==> src/rtl/fracmul8_pkg.sv <==
package fracmul8_pkg;

    localparam int MODE_W   = 3;
    localparam int FRAC_BIT = 2;

    // Signedness selection held in mode bits 1:0.
    typedef enum logic [1:0] {
        SGN_UU  = 2'b00,
        SGN_SS  = 2'b01,
        SGN_SU  = 2'b10,
        SGN_RSV = 2'b11
    } sign_sel_e;

endpackage

==> src/rtl/fracmul8_decode.sv <==
module fracmul8_decode
    import fracmul8_pkg::*;
(
    input  logic [MODE_W-1:0] mode,
    output logic              a_signed,
    output logic              b_signed,
    output logic              frac
);

    sign_sel_e sel;

    always_comb begin
        sel      = sign_sel_e'(mode[1:0]);
        frac     = mode[FRAC_BIT];
        a_signed = 1'b0;
        b_signed = 1'b0;
        case (sel)
            SGN_SS: begin
                a_signed = 1'b1;
                b_signed = 1'b1;
            end
            SGN_SU: begin
                a_signed = 1'b1;
                b_signed = 1'b0;
            end
            default: begin
                // unsigned, and the reserved code falls back to unsigned
                a_signed = 1'b0;
                b_signed = 1'b0;
            end
        endcase
    end

endmodule

==> src/rtl/fracmul8_sext.sv <==
module fracmul8_sext #(
    parameter int W = 8
) (
    input  logic [W-1:0] val,
    input  logic         is_signed,
    output logic [W:0]   ext
);

    // One guard bit lets a single signed multiplier serve every signedness.
    always_comb begin
        ext = {is_signed & val[W-1], val};
    end

endmodule

==> src/rtl/fracmul8_core.sv <==
module fracmul8_core #(
    parameter int W = 8
) (
    input  logic [W:0]     a_x,
    input  logic [W:0]     b_x,
    input  logic           frac,
    output logic [2*W-1:0] result,
    output logic           carry,
    output logic           zero
);

    localparam int PW = 2 * W;
    localparam int FW = 2 * W + 2;

    logic signed [FW-1:0] full;
    logic [PW-1:0]        raw;
    logic                 unused_hi;

    always_comb begin
        full      = $signed(a_x) * $signed(b_x);
        raw       = full[PW-1:0];
        unused_hi = ^full[FW-1:PW];
        carry     = raw[PW-1];
        result    = frac ? {raw[PW-2:0], 1'b0} : raw;
        zero      = (result == '0);
    end

endmodule

==> src/rtl/fracmul8_unit.sv <==
module fracmul8_unit
    import fracmul8_pkg::*;
#(
    parameter int W = 8
) (
    input  logic              clk,
    input  logic              rst_n,
    input  logic              start,
    input  logic [W-1:0]      op_a,
    input  logic [W-1:0]      op_b,
    input  logic [MODE_W-1:0] mode,
    output logic [W-1:0]      prod_lo,
    output logic [W-1:0]      prod_hi,
    output logic              flag_z,
    output logic              flag_c,
    output logic              done,
    output logic              busy
);

    localparam int PW = 2 * W;
    localparam int XW = W + 1;

    typedef struct packed {
        logic          vld;
        logic [XW-1:0] a;
        logic [XW-1:0] b;
        logic          frac;
    } opnd_t;

    typedef struct packed {
        logic          done;
        logic [PW-1:0] res;
        logic          z;
        logic          c;
    } rslt_t;

    opnd_t s1_d, s1_q;
    rslt_t s2_d, s2_q;

    logic          a_signed, b_signed, frac_in;
    logic [XW-1:0] a_ext, b_ext;
    logic [PW-1:0] core_res;
    logic          core_c, core_z;
    logic          accept;

    fracmul8_decode u_decode (
        .mode     (mode),
        .a_signed (a_signed),
        .b_signed (b_signed),
        .frac     (frac_in)
    );

    fracmul8_sext #(.W(W)) u_sext_a (
        .val       (op_a),
        .is_signed (a_signed),
        .ext       (a_ext)
    );

    fracmul8_sext #(.W(W)) u_sext_b (
        .val       (op_b),
        .is_signed (b_signed),
        .ext       (b_ext)
    );

    fracmul8_core #(.W(W)) u_core (
        .a_x    (s1_q.a),
        .b_x    (s1_q.b),
        .frac   (s1_q.frac),
        .result (core_res),
        .carry  (core_c),
        .zero   (core_z)
    );

    always_comb begin
        accept   = start & ~s1_q.vld;

        s1_d     = s1_q;
        s1_d.vld = accept;
        if (accept) begin
            s1_d.a    = a_ext;
            s1_d.b    = b_ext;
            s1_d.frac = frac_in;
        end

        s2_d      = s2_q;
        s2_d.done = s1_q.vld;
        if (s1_q.vld) begin
            s2_d.res = core_res;
            s2_d.z   = core_z;
            s2_d.c   = core_c;
        end
    end

    always_ff @(posedge clk) begin
        if (!rst_n) begin
            s1_q <= '0;
            s2_q <= '0;
        end else begin
            s1_q <= s1_d;
            s2_q <= s2_d;
        end
    end

    assign prod_lo = s2_q.res[W-1:0];
    assign prod_hi = s2_q.res[PW-1:W];
    assign flag_z  = s2_q.z;
    assign flag_c  = s2_q.c;
    assign done    = s2_q.done;
    assign busy    = s1_q.vld;

endmodule

==> config.mk <==
export PLATFORM = sky130hd
export DESIGN_NAME = fracmul8_unit
export DESIGN_NICKNAME = d
export VERILOG_FILES = /design/src/rtl/fracmul8_pkg.sv /design/src/rtl/fracmul8_decode.sv /design/src/rtl/fracmul8_sext.sv /design/src/rtl/fracmul8_core.sv /design/src/rtl/fracmul8_unit.sv
export SDC_FILE = /design/constraint.sdc
export NUM_CORES = 1
export LEC_CHECK = 0
export CORE_ASPECT_RATIO = 1.1
export CORE_MARGIN = 2
export CORE_UTILIZATION = 40
export CTS_CLUSTER_DIAMETER = 120
export DETAILED_ROUTE_END_ITERATION = 6
export GPL_TIMING_DRIVEN = 0
export PLACE_DENSITY = 0.64
export SKIP_CTS_REPAIR_TIMING = 1
export SLEW_MARGIN = 20
export SYNTH_ARGS = -nofsm -noshare
export SYNTH_HDL_FRONTEND = slang
export SYNTH_SLANG_ARGS = --single-unit
export TNS_END_PERCENT = 10
==> constraint.sdc <==
create_clock -name clk -period 6.3 [get_ports clk]
set_clock_uncertainty 0.15 [all_clocks]
set_input_delay 0.63 -clock clk [delete_from_list [all_inputs] [get_ports clk]]
set_output_delay 0.63 -clock clk [all_outputs]
set_load 0.01 [all_outputs]
==> impl_metrics.yaml <==
cells_and_area:
  multi_input_area_mm2: 0.003241
  fillers: 1059
  final_core_utilization: 0.4749
  n_antenna_cell: 0
  ratio_of_cells_with_drive_above_1_in_the_final_layout: 0.03102
  layout.nets: 666
  regArea_um2: 780.7
  area_growth_syn_to_layout_pct: 16.64
drt:
  remaining_drc_errors: 0
  via_density_per_instance: 4.829
  drt-pass1-iter-count: 4
  finalWirelength_um: 9692
  dr_total_vias: 3356
  routedWlPerCell_um: 13.95
  antenna_left: 0
  drt_first_iter_violations: 124
synthesis:
  ys.flop_type: "sky130_fd_sc_hd__dfxtp_1"
  yosys_cell_types: 40
  post_synth.cell_area_avg_um2: 8.861
  synth-compound-area-share: 0.1118
  ys_seq_elements: 39
  post_synth_main_area_contributors: "sky130_fd_sc_hd__fa_1, sky130_fd_sc_hd__dfxtp_1, sky130_fd_sc_hd__ha_1, sky130_fd_sc_hd__nand2_1, sky130_fd_sc_hd__inv_1"
  postSynthNetCount: 618
  asyncSetResetFlopFracSynth: 0
  netlist.top_cell.by_area: "sky130_fd_sc_hd__fa_1"
  seq_area_frac_synth: 0.1766
  synth.cell_area_mm2: 0.004422
  synth-edff-count: 0
  synth_top_family_by_area: "adder cells"
  synth.area.mux_share: 0.02943
  synth_common_cells: "sky130_fd_sc_hd__nand2_1, sky130_fd_sc_hd__inv_1, sky130_fd_sc_hd__fa_1, sky130_fd_sc_hd__dfxtp_1, sky130_fd_sc_hd__ha_1"
  netlist_instances: 499
  synth_simple_gate_area_frac: 0.1712
  synth_most_common_cell: "sky130_fd_sc_hd__nand2_1"
  yosys.area_share.adder: 0.3814
  area_share_of_xor_xnor_cells_in_the_synthesized_design: 0.03905
  synth.top_cell.area_share: 0.2852
  yosysWarningCount: 0
critical_path:
  timing.critical_path.from_type: "flop"
  critical_path_arrival_ps: 5660
  worstPathMaxFanout: 10
  setup.worst_path.end_class: "flop"
  timing.setup.critical_path_class: "reg -> reg"
  timing.critical_path.required_ps: 6370
power:
  lkg_pwr_nw: 2.549
  vdd_ir_drop_max_uv: 133.8
  total_power_mw: 0.7074
  power.density_mw_per_mm2: 137.2
place:
  port-buffer-count: 41
  hpwlAfterDp_um: 7878
  routabilityCongestion: 0.8726
die:
  fp.dieH_um: 114.3
  die_w_um: 104.2
  initial_utilization: 0.4071
  top_level_ports: 42
  core_box_area_mm2: 0.01086
  fp.dieArea_mm2: 0.01191
  std_cell_rows: 40
clock_tree:
  clkTransAtPathRegs_ps: 60
  tritoncts: "built"
  ctsHtreeMaxLevel: 2
  clock_tree.buffer_depth: 2
  skew_pair_late_insertion_delay_ps: 280
  tritoncts.num_buffers: 5
  root_buffer_master: "sky130_fd_sc_hd__clkbuf_16"
  clkSinkCount: 39
run:
  maxCapViolations: 0
timing:
  worst-slew-pin-transition_ps: 667.6
  maxClockFrequency_ghz: 0.1787
  hold_fails_final_rpt: 0
  fin_tns_setup_ps: 0
  timing.max_slew.rel_slack: 0.5550
  hold_slack_ps: 305.6
  layout_worst_path_cycle_share: 0.8884
  setup_violations: 0
  rsz0062_at_grt: "no"
  min_period_ps: 5597
  slew_viol_final: 0
run_status:
  run_status: "finished clean"
global_routing:
  grt_max_degree: 13
  grt_pass1_vias: 3654
  gr-total-overflow: 0
  grt_pass1_wl_um: 17130
  grt_usage: 0.1775
  grt_antenna_before_repair: 0
min_path:
  timing.hold.worst.class: "reg -> reg"
[worst max-delay path, cell delays in order (launching register included)]
cell and delay (ps):
sky130_fd_sc_hd__dfxtp_1 370, sky130_fd_sc_hd__clkbuf_1 490, sky130_fd_sc_hd__nand2_1 250, sky130_fd_sc_hd__fa_1 530, sky130_fd_sc_hd__inv_1 60, sky130_fd_sc_hd__fa_1 510
sky130_fd_sc_hd__fa_1 450, sky130_fd_sc_hd__fa_1 580, sky130_fd_sc_hd__fa_1 430, sky130_fd_sc_hd__ha_1 380, sky130_fd_sc_hd__nand3_1 130, sky130_fd_sc_hd__o22ai_1 110
sky130_fd_sc_hd__nor3_1 240, sky130_fd_sc_hd__o311ai_1 220, sky130_fd_sc_hd__nor4_1 380, sky130_fd_sc_hd__o211ai_2 130, sky130_fd_sc_hd__o21ai_1 110
[through the flow]
step	area (um2)	setup slack [ps]	std cells
6_report	5157	702.8	695
5_1_grt	5157	252.6	695
4_1_cts	5157	707.6	695
3_5_place_dp	5016	730.3	687
3_3_place_gp	5016	790.2	687
2_1_floorplan	4422	1409	499
[logic make-up after synthesis]
family | after synthesis
AND/OR/NAND/NOR | 160
buffers and inverters | 105
adder cells (fa/ha/maj) | 97
AO/OA/AOI/OAI | 67
flip-flops | 39
XOR/XNOR | 18
multiplexers | 13
[power breakdown]
group	switching [mW]	internal (mW)
Sequential	0.00634	0.261
Combinational	0.113	0.0853
Clock	0.0959	0.146
Total	0.215	0.492
[final cells by class]
| cell class | count | area share |
|---|---|---|
| Timing Repair Buffer | 41 | 0.07957 |
| Tap cell | 147 | 0.03566 |
| Multi-Input combinational cell | 355 | 0.6283 |
| Clock inverter | 2 | 0.002426 |
| Clock buffer | 6 | 0.02499 |
| Sequential cell | 39 | 0.1514 |
| Inverter | 74 | 0.05386 |
| Buffer | 31 | 0.02377 |
[worst paths after layout]
kind,depth (start not counted),to,from,slack [ps]
max,16,flag_z,s1_q[1],700
max reg2reg,16,flag_z,s1_q[1],700
min,2,flag_z,flag_z,310
min reg2reg,2,flag_z,flag_z,310
[layer usage]
layer,GRT usage,share of wire,vias up,wire length [um]
met5,0,0,-,0
met3,0.01594,0.017,8,162
met2,0.3268,0.50,45,4889
li1,-,-,1654,-
met4,0.03694,0.013,0,130
met1,0.2287,0.47,1649,4509
[registers in the layout, indices dropped and copies added (netlist names)]
name,cells
done,1
prod_hi,8
s1_q,19
flag_z,1
busy,1
flag_c,1
prod_lo,8
[cells in the final DEF (no fill, tap or decap), types with 12 or more instances in the layout]
cell type	n
sky130_fd_sc_hd__a21oi_1	14
sky130_fd_sc_hd__xnor2_1	12
sky130_fd_sc_hd__dfxtp_1	39
sky130_fd_sc_hd__mux2i_1	13
sky130_fd_sc_hd__ha_1	34
sky130_fd_sc_hd__fa_1	63
sky130_fd_sc_hd__inv_1	74
sky130_fd_sc_hd__a21boi_0	20
sky130_fd_sc_hd__and2_1	31
sky130_fd_sc_hd__clkdlybuf4s50_1	41
sky130_fd_sc_hd__clkbuf_1	26
sky130_fd_sc_hd__nand2_1	93
No activity file was read; power rests on OpenSTA's default activity.
